`src/rtl/gpio_pkg.sv`:
```
package gpio_pkg;
  // control word field positions
  localparam int CTL_OE_BIT   = 0;
  localparam int CTL_DRV_LO   = 1;
  localparam int CTL_BIAS_LO  = 4;
  localparam int CTL_FN_LO    = 8;
  localparam int DRV_W        = 3;
  localparam int BIAS_W       = 2;
  // I/O word bit positions
  localparam int IO_IN_BIT    = 0;
  localparam int IO_OUT_BIT   = 1;

  typedef enum logic [BIAS_W-1:0] {
    BIAS_NONE = 2'd0,
    BIAS_DOWN = 2'd1,
    BIAS_KEEP = 2'd2,
    BIAS_UP   = 2'd3
  } bias_e;
endpackage

```
`src/rtl/gpio_rst_sync.sv`:
```
module gpio_rst_sync (
  input  logic clk,
  input  logic rst_n,
  output logic rst_n_sync
);
  logic [1:0] stage_q;
  logic [1:0] stage_d;

  always_comb stage_d = {stage_q[0], 1'b1};

  always_ff @(posedge clk or negedge rst_n) begin
    if (!rst_n) stage_q <= 2'b00;
    else        stage_q <= stage_d;
  end

  assign rst_n_sync = stage_q[1];
endmodule

```
`src/rtl/gpio_sync2.sv`:
```
module gpio_sync2 (
  input  logic clk,
  input  logic rst_n,
  input  logic d_in,
  output logic q_out
);
  logic [1:0] ff_q;
  logic [1:0] ff_d;

  always_comb ff_d = {ff_q[0], d_in};

  always_ff @(posedge clk or negedge rst_n) begin
    if (!rst_n) ff_q <= 2'b00;
    else        ff_q <= ff_d;
  end

  assign q_out = ff_q[1];

  // history counter so the latency check only looks back over valid cycles
  logic [1:0] hist_q;
  always_ff @(posedge clk or negedge rst_n) begin
    if (!rst_n)             hist_q <= 2'd0;
    else if (hist_q != 2'd2) hist_q <= hist_q + 2'd1;
  end


  sync_latency_chk: assert property (@(posedge clk) disable iff (!rst_n)
    (hist_q == 2'd2) |-> (q_out == $past(d_in, 2)));
endmodule

```
`src/rtl/gpio_pin_slice.sv`:
```
module gpio_pin_slice
  import gpio_pkg::*;
#(
  parameter int DATA_W = 32,
  parameter int NUM_FN = 8
) (
  input  logic              clk,
  input  logic              rst_n,
  input  logic              wr_ctl,
  input  logic              wr_io,
  input  logic [DATA_W-1:0] wdata,
  input  logic              pad_in,
  input  logic [NUM_FN-2:0] fn_out,
  input  logic [NUM_FN-2:0] fn_oe,
  output logic [DATA_W-1:0] ctl_word,
  output logic [DATA_W-1:0] io_word,
  output logic              pad_out,
  output logic              pad_oe,
  output logic              pad_pu,
  output logic              pad_pd,
  output logic              pad_keep,
  output logic              pad_keep_lvl,
  output logic [DRV_W-1:0]  pad_drv
);
  localparam int FN_W = (NUM_FN > 1) ? $clog2(NUM_FN) : 1;

  logic             oe_q,   oe_d;
  logic [DRV_W-1:0] drv_q,  drv_d;
  bias_e            bias_q, bias_d;
  logic [FN_W-1:0]  fn_q,   fn_d;
  logic             out_q,  out_d;
  logic             in_sync;
  logic [FN_W-1:0]  fn_idx;

  gpio_sync2 u_sync (
    .clk   (clk),
    .rst_n (rst_n),
    .d_in  (pad_in),
    .q_out (in_sync)
  );

  // next state
  always_comb begin
    oe_d   = oe_q;
    drv_d  = drv_q;
    bias_d = bias_q;
    fn_d   = fn_q;
    out_d  = out_q;
    if (wr_ctl) begin
      oe_d   = wdata[CTL_OE_BIT];
      drv_d  = wdata[CTL_DRV_LO +: DRV_W];
      bias_d = bias_e'(wdata[CTL_BIAS_LO +: BIAS_W]);
      fn_d   = wdata[CTL_FN_LO +: FN_W];
    end
    if (wr_io) out_d = wdata[IO_OUT_BIT];
  end

  // registers
  always_ff @(posedge clk or negedge rst_n) begin
    if (!rst_n) begin
      oe_q   <= 1'b0;
      drv_q  <= '0;
      bias_q <= BIAS_NONE;
      fn_q   <= '0;
      out_q  <= 1'b0;
    end else begin
      oe_q   <= oe_d;
      drv_q  <= drv_d;
      bias_q <= bias_d;
      fn_q   <= fn_d;
      out_q  <= out_d;
    end
  end

  logic unused_wdata;
  assign unused_wdata = ^wdata;

  // readback
  always_comb begin
    ctl_word = '0;
    ctl_word[CTL_OE_BIT]              = oe_q;
    ctl_word[CTL_DRV_LO +: DRV_W]     = drv_q;
    ctl_word[CTL_BIAS_LO +: BIAS_W]   = bias_q;
    ctl_word[CTL_FN_LO +: FN_W]       = fn_q;
    io_word = '0;
    io_word[IO_IN_BIT]  = in_sync;
    io_word[IO_OUT_BIT] = out_q;
  end

  // pad output routing
  always_comb begin
    fn_idx = fn_q - FN_W'(1);
    if (fn_q == '0) begin
      pad_out = out_q;
      pad_oe  = oe_q;
    end else begin
      pad_out = fn_out[fn_idx];
      pad_oe  = fn_oe[fn_idx];
    end
  end

  // bias decode and drive
  always_comb begin
    pad_pu       = (bias_q == BIAS_UP);
    pad_pd       = (bias_q == BIAS_DOWN);
    pad_keep     = (bias_q == BIAS_KEEP);
    pad_keep_lvl = in_sync;
    pad_drv      = drv_q;
  end


  bias_onehot_chk: assert property (@(posedge clk) disable iff (!rst_n)
    $onehot0({pad_pu, pad_pd, pad_keep}));


  ctl_write_chk: assert property (@(posedge clk) disable iff (!rst_n)
    wr_ctl |=> (ctl_word[CTL_OE_BIT] == $past(wdata[CTL_OE_BIT]) &&
                pad_drv == $past(wdata[CTL_DRV_LO +: DRV_W])));


  out_write_chk: assert property (@(posedge clk) disable iff (!rst_n)
    wr_io |=> (io_word[IO_OUT_BIT] == $past(wdata[IO_OUT_BIT])));


  out_hold_chk: assert property (@(posedge clk) disable iff (!rst_n)
    !wr_io |=> $stable(io_word[IO_OUT_BIT]));
endmodule

```
`src/rtl/gpio_pinctl_bank.sv`:
```
module gpio_pinctl_bank
  import gpio_pkg::*;
#(
  parameter int NUM_PINS = 4,
  parameter int NUM_FN   = 8,
  parameter int DATA_W   = 32,
  localparam int PIN_W   = (NUM_PINS > 1) ? $clog2(NUM_PINS) : 1,
  localparam int ADDR_W  = PIN_W + 1,
  localparam int FNV_W   = NUM_PINS * (NUM_FN - 1)
) (
  input  logic                      clk,
  input  logic                      rst_n,
  input  logic                      bus_wr,
  input  logic [ADDR_W-1:0]         bus_addr,
  input  logic [DATA_W-1:0]         bus_wdata,
  output logic [DATA_W-1:0]         bus_rdata,
  input  logic [NUM_PINS-1:0]       pad_in,
  input  logic [FNV_W-1:0]          fn_out,
  input  logic [FNV_W-1:0]          fn_oe,
  output logic [NUM_PINS-1:0]       pad_out,
  output logic [NUM_PINS-1:0]       pad_oe,
  output logic [NUM_PINS-1:0]       pad_pu,
  output logic [NUM_PINS-1:0]       pad_pd,
  output logic [NUM_PINS-1:0]       pad_keep,
  output logic [NUM_PINS-1:0]       pad_keep_lvl,
  output logic [NUM_PINS*DRV_W-1:0] pad_drv
);
  localparam int FPP = NUM_FN - 1;

  logic              rst_n_int;
  logic [PIN_W-1:0]  pin_sel;
  logic              io_sel;
  logic [DATA_W-1:0] ctl_words [NUM_PINS];
  logic [DATA_W-1:0] io_words  [NUM_PINS];

  gpio_rst_sync u_rst (
    .clk        (clk),
    .rst_n      (rst_n),
    .rst_n_sync (rst_n_int)
  );

  assign pin_sel = bus_addr[ADDR_W-1:1];
  assign io_sel  = bus_addr[0];

  for (genvar p = 0; p < NUM_PINS; p++) begin : g_pin
    logic hit;
    assign hit = (pin_sel == PIN_W'(p));

    gpio_pin_slice #(
      .DATA_W (DATA_W),
      .NUM_FN (NUM_FN)
    ) u_slice (
      .clk          (clk),
      .rst_n        (rst_n_int),
      .wr_ctl       (bus_wr && hit && !io_sel),
      .wr_io        (bus_wr && hit &&  io_sel),
      .wdata        (bus_wdata),
      .pad_in       (pad_in[p]),
      .fn_out       (fn_out[p*FPP +: FPP]),
      .fn_oe        (fn_oe[p*FPP +: FPP]),
      .ctl_word     (ctl_words[p]),
      .io_word      (io_words[p]),
      .pad_out      (pad_out[p]),
      .pad_oe       (pad_oe[p]),
      .pad_pu       (pad_pu[p]),
      .pad_pd       (pad_pd[p]),
      .pad_keep     (pad_keep[p]),
      .pad_keep_lvl (pad_keep_lvl[p]),
      .pad_drv      (pad_drv[p*DRV_W +: DRV_W])
    );
  end

  always_comb begin
    bus_rdata = '0;
    for (int p = 0; p < NUM_PINS; p++) begin
      if (pin_sel == PIN_W'(p)) bus_rdata = io_sel ? io_words[p] : ctl_words[p];
    end
  end
endmodule

```
`config.mk`:
```
export PLATFORM = sky130hd
export DESIGN_NAME = gpio_pinctl_bank
export DESIGN_NICKNAME = d
export VERILOG_FILES = /design/src/rtl/gpio_pkg.sv /design/src/rtl/gpio_rst_sync.sv /design/src/rtl/gpio_sync2.sv /design/src/rtl/gpio_pin_slice.sv /design/src/rtl/gpio_pinctl_bank.sv
export SDC_FILE = /design/constraint.sdc
export NUM_CORES = 1
export LEC_CHECK = 0
export BUFFER_PORTS_ARGS = -buffer_cell sky130_fd_sc_hd__buf_2
export CORE_ASPECT_RATIO = 0.5
export CORE_MARGIN = 8
export CORE_UTILIZATION = 40
export DETAILED_ROUTE_END_ITERATION = 10
export PLACE_DENSITY = 0.78
export SLEW_MARGIN = 40
export SYNTH_ARGS = -nofsm -noshare
export SYNTH_HDL_FRONTEND = slang
export SYNTH_SLANG_ARGS = --single-unit
```
`constraint.sdc`:
```
create_clock -name clk -period 2 [get_ports clk]
set_clock_uncertainty 0.2 [all_clocks]
set_input_delay 0.4 -clock clk [delete_from_list [all_inputs] [get_ports clk]]
set_output_delay 0.4 -clock clk [all_outputs]
set_load 0.01 [all_outputs]
```
# Yosys cells after proc, flatten, opt, wreduce, memory -nomap -nowiden
# Index checks and enable logic that the tools add are counted.
# W data, S select, Z words.
[classes] add_sub_neg=4 multipliers=0 div=0 magnitude_cmp=4 n_eq_ne=15 shifts=0 muxes=32 bitwise=0 n_reduce_logical=18
[ops] cell="$mux W32" count=3
[ops] cell="$mux W11" count=5
[ops] cell="$bmux W1 S3" count=8
[ops] cell="$eq A2 B2 Y1 const B" count=10
[ops] cell="$lt A3 B4 Y1 const B" count=4
[ops] cell="$mux W1" count=16
[ops] cell="$logic_and A1 B1 Y1" count=12
[ops] cell="$logic_not A3 Y1" count=4
[ops] cell="$sub A3 B1 Y3 const B" count=4
[ops] cell="$eq A2 B1 Y1 const B" count=5
[ops] cell="$logic_not A2 Y1" count=1
[ops] cell="$logic_not A1 Y1" count=1
[word_totals] regBits=50 latchBits=0 ram_bits=0 romBits=0 input_bits=98 output_inout_bits=68 wordCells=98 n_memories=0

# Logic depth before layout (Yosys ltp)
[depth] word_depth=5 mapped_depth=7

# Modules after synthesis
# Synthesis repeated with hierarchy kept, for this count alone.
[hier_totals] hier_cells=572 hier_area_um2=6488.7
[modules_own_cells] module="gpio_pin_slice" instances=4 cells_each=107 area_per_inst_um2=1021.0 seq_area_each_um2=250.2
[modules_own_cells] module="gpio_pinctl_bank" instances=1 cells_each=133 area_per_inst_um2=2150.8 seq_area_each_um2=0.0
[modules_own_cells] module="gpio_sync2" instances=4 cells_each=2 area_per_inst_um2=50.0 seq_area_each_um2=50.0
[modules_own_cells] module="gpio_rst_sync" instances=1 cells_each=3 area_per_inst_um2=53.8 seq_area_each_um2=50.0

# Least setup slack after synthesis
# OpenSTA, ideal clock, no wires.
[synth_timing] path_kind="flip-flop to output port" start="register g_pin[0].u_slice.fn_q[0]" end="output pad_oe[0]" arrival_time_ps=1509 setup_slack_ps=-109 stages_incl_launch_ff=8 cell_sequence="dfrtp_1 > buf_2 > inv_1 > ha_1 > mux4_2 > nor2_1 > o31ai_1 > buf_4"
[synth_via] elab_chain_cells=4 word_cells_on_any_way=5 cone_classes="add/sub (1); mux (3); reduce/logical (1)"
[synth_rtl] item="start, declared" line_no="gpio_pin_slice.sv:30" source="logic [FN_W-1:0] fn_q, fn_d;"
[synth_rtl] item="start signal, assigned" line_no="gpio_pin_slice.sv:70" source="fn_q <= fn_d;"
[synth_rtl] item="$sub A3 B1 Y3" line_no="gpio_pin_slice.sv:92" source="fn_idx = fn_q - FN_W'(1);"
[synth_rtl] item="$bmux W1 S3" line_no="gpio_pin_slice.sv:98" source="pad_oe = fn_oe[fn_idx];"
[synth_rtl] item="$mux W1 (implied by the code)" line_no="gpio_pin_slice.sv:98"
[synth_rtl] item="$mux W1 (*)" line_no="gpio_pin_slice.sv:93" source="if (fn_q == '0) begin"
[synth_rtl] item="end, declared" line_no="gpio_pinctl_bank.sv:21" source="output logic [NUM_PINS-1:0] pad_oe,"
# Every way passes the cells marked *; elsewhere a longest branch is shown, timed or not. The select of a mux whose other input is x is not followed.

# Final worst setup path
[layout_timing] start="register g_pin[0].u_slice.fn_q[1]" end="output pad_oe[0]"
# The elaborated chain is that of the path after synthesis.

==> flow_summary_export.csv <==
group,metric,value,unit
outcome,violations,"setup timing",
cts,htree_levels,2,
worst_setup_path,arrival,1.76,ns
pwr,finalPower,4.69,mW
timing,fin_ws,-0.361,ns
cells_and_area,area_delta_synth_final,38.7,%
global_route,grt_pass1_wl,14700,um
timing,rsz0062_at_grt,"yes",
logic_synthesis,ys.flop_type,"dfrtp_1",
logic_synthesis,synth_seq_area_share,36.4,%
hold_path,worstHoldPathType,"in2reg",
timing,setup_viol,15,
die,row_count,24,
die,core_area,8530,um2
cells_and_area,nets,531,
cts,clock-root-buffer,"clkbuf_16",
cts,clock_latency,0.29,ns
cts,clk_pin_slew,0.07,ns
routing,wl,9890,um
logic_synthesis,synth_edf_count,0,
global_route,grt_max_degree,28,
timing,relSlewSlack,66.3,%
worst_setup_path,critPathCaptureType,"primary output",
die,die_height,81.5,um
cts,cts_max_path_buffers,2,
timing,period_needed,2.36,ns
logic_synthesis,ys_seq_elements,50,
placed_design,gp_congestion,0.800,
placed_design,dp_hpwl,7120,um
cells_and_area,diodes,0,
logic_synthesis,avgSynthCellArea,12.1,um2
cts,cts_buffers,5,
timing,hold_viol_final,0,
routing,antenna_left,0,
routing,vias,2625,
timing,maxSlewViolCount,0,
logic_synthesis,yosys-top-cells-area,"dfrtp_1, mux2_2, buf_4",
logic_synthesis,yosysTopAreaCell,"dfrtp_1",
worst_setup_path,worstPathRequired,1.40,ns
run,drv_cap,0,
pwr,power.density,985,nW/um2
worst_setup_path,worst_path_max_delay_cell,"dfrtp_1",
die,die_w,147,um
logic_synthesis,ys_types,26,
cells_and_area,drive_gt1_share,74.4,%
global_route,overflow,0,
worst_setup_path,setup.worst_path.start_class,"flop",
cells_and_area,nFillCells,687,
worst_setup_path,path_cells,"inv_2 -> ha_4 -> mux4_2 -> nor2_2 -> o31ai_2 -> buf_2",
worst_setup_path,slowest_delay,0.42,ns
cts,clock_sinks,50,
pwr,power.leakage,2.24,nW
logic_synthesis,synth_top_area_share,36.4,%
global_route,track_usage,15.5,%
logic_synthesis,syn_inst,285,
die,start_util,40.3,%
routing,drtIter0Drc,87,
worst_setup_path,crit_fanout,4,
placed_design,port_buffers,119,
routing,viasPerCell,4.83,
timing,tightest_slew,0.506,ns
routing,routedWlPerCell,18.2,um
logic_synthesis,ys_warn_count,0,
timing,setup_tns,-3.51,ns
global_route,antenna_found_initial,0,
global_route,grt_pass1_vias,2912,
die,die_area,12000,um2
logic_synthesis,synthesis.area,3430,um2
pwr,max-vdd-ir-drop,0.405,mV
cts,cts_tree,"yes",
timing,period_share,118,%
routing,drc,0,
outcome,status,"complete, but fails checks",
die,ios,166,
logic_synthesis,async_flop_share,100,%
worst_setup_path,worstSetupPathType,"reg2out",
routing,dr.pass1.iters,4,
timing,clock.fmax,0.424,GHz
[through the flow]
stage                     hold WS (ns)  utilization, %  area [um2]  instances  worst slack, ns
after floorplan                -0.0956               -        3580        307           0.0141
after global placement         -0.0149            47.5        4050        504           -0.188
after detailed placement       -0.0133            47.5        4050        504           -0.205
after CTS                       0.0138            53.3        4540        536           -0.315
after global routing           0.00524            55.8        4760        543           -0.432
final                           0.0178            55.8        4760        543           -0.361
[state kept, by name, indices dropped and copies added, names as in the netlist]
signal / cells
g_pin.u_slice.fn_q: 12
g_pin.u_slice.bias_q: 8
g_pin.u_slice.oe_q: 4
g_pin.u_slice.pad_drv: 12
u_rst.stage_q: 2
g_pin.u_slice.out_q: 4
g_pin.u_slice.u_sync.ff_q: 8
[Yosys cell counts, types with 4 or more instances]
| cell type | number |
|---|---|
| a221oi_1 | 8 |
| buf_4 | 62 |
| and2_1 | 4 |
| dfrtp_1 | 50 |
| nand2_1 | 10 |
| mux4_2 | 19 |
| mux2_2 | 49 |
| nor2_1 | 9 |
| buf_2 | 5 |
| nor2b_1 | 23 |
| o31ai_1 | 8 |
| xor2_1 | 4 |
| inv_1 | 8 |
| ha_1 | 8 |
| xnor2_1 | 4 |
[final timing paths]
check | endpoint | slack [ns] | from | cells past startpoint
worst max-delay path | pad_oe[0] | -0.36 | g_pin[0].u_slice.fn_q[1] | 6
worst min-delay path | g_pin[3].u_slice.u_sync.ff_q[0] | 0.02 | pad_in[3] | 1
worst max register to register | g_pin[1].u_slice.pad_drv[0] | 0.77 | g_pin[1].u_slice.pad_drv[0] | 3
worst min register to register | g_pin[0].u_slice.pad_drv[1] | 0.04 | u_rst.stage_q[1] | 0
max in group asynchronous | g_pin[2].u_slice.fn_q[0] | 1.03 | u_rst.stage_q[1] | 1
min in group asynchronous | g_pin[0].u_slice.pad_drv[1] | 0.04 | u_rst.stage_q[1] | 0
[layout by cell type, fill, tap and decap left out, types with 2 or more instances in the layout]
master	netlist	routed
a221oi_2	0	7
and2_1	4	4
buf_12	0	2
buf_2	5	112
buf_4	62	54
buf_6	2	12
clkbuf_16	0	5
conb_1	2	24
dfrtp_1	50	42
dfrtp_2	0	8
ha_4	0	8
inv_2	0	5
inv_4	0	3
mux2_2	49	47
mux2_4	0	2
mux4_2	19	19
nand2_1	10	10
nor2_1	9	2
nor2_2	0	7
nor2b_1	23	16
nor2b_2	0	3
nor2b_4	0	4
nor3_4	2	2
o31ai_1	8	4
o31ai_2	0	4
xnor2_2	0	4
xor2_2	0	3
[power by group]
group	total [mW]	switching, mW	leakage, nW	internal (mW)
Clock	0.963	0.371	0.0842	0.592
Sequential	1.40	0.189	0.588	1.21
Combinational	2.33	1.01	1.57	1.32
[worst max-delay path, delay by kind of cell (launching register included)]
family | cells | cell delay, ns
flops | 1 | 0.42
buf+inv | 2 | 0.29
compound gates | 1 | 0.26
mux | 1 | 0.24
fa+ha+maj | 1 | 0.23
simple gates | 1 | 0.04
[cells by family (layout without fill, tap and decap cells)]
family,Yosys count,after routing,synth area share [%]
fa+ha+maj,8,8,2.91
compound gates,16,16,3.79
simple gates,54,54,9.80
other cells,2,24,0.219
flops,50,50,36.4
buf+inv,78,197,16.0
mux,69,69,28.9
xor+xnor,8,8,2.04
[layout make-up]
cell class / instances / area, um2 / share of cell area (%)
flip-flops and latches: 50 / 1260 / 26.5
inverters: 8 / 37.5 / 0.788
clock inverters: 3 / 43.8 / 0.920
repair buffers: 181 / 1150 / 24.2
well taps: 117 / 146 / 3.07
multi-input cells: 179 / 2000 / 41.9
clock buffers: 5 / 125 / 2.63
[metal layers]
layer / share of wire [%] / track usage [%]
met1: 39 / 16.4
met2: 53 / 30.6
met3: 5.8 / 3.85
met4: 2.2 / 4.84
met5: 0 / 0
[repair_timing]
item / in CTS / in global routing
gates cloned: 0 / 0
gates resized for setup: 38 / 36
buffers inserted: 24 / 8
hold buffers: 1 / 0
endpoints found under the setup margin: 17 / 17
hold endpoints to repair: 2 / 0
pin swaps: 9 / 10
(Power assumes the default switching activity.)
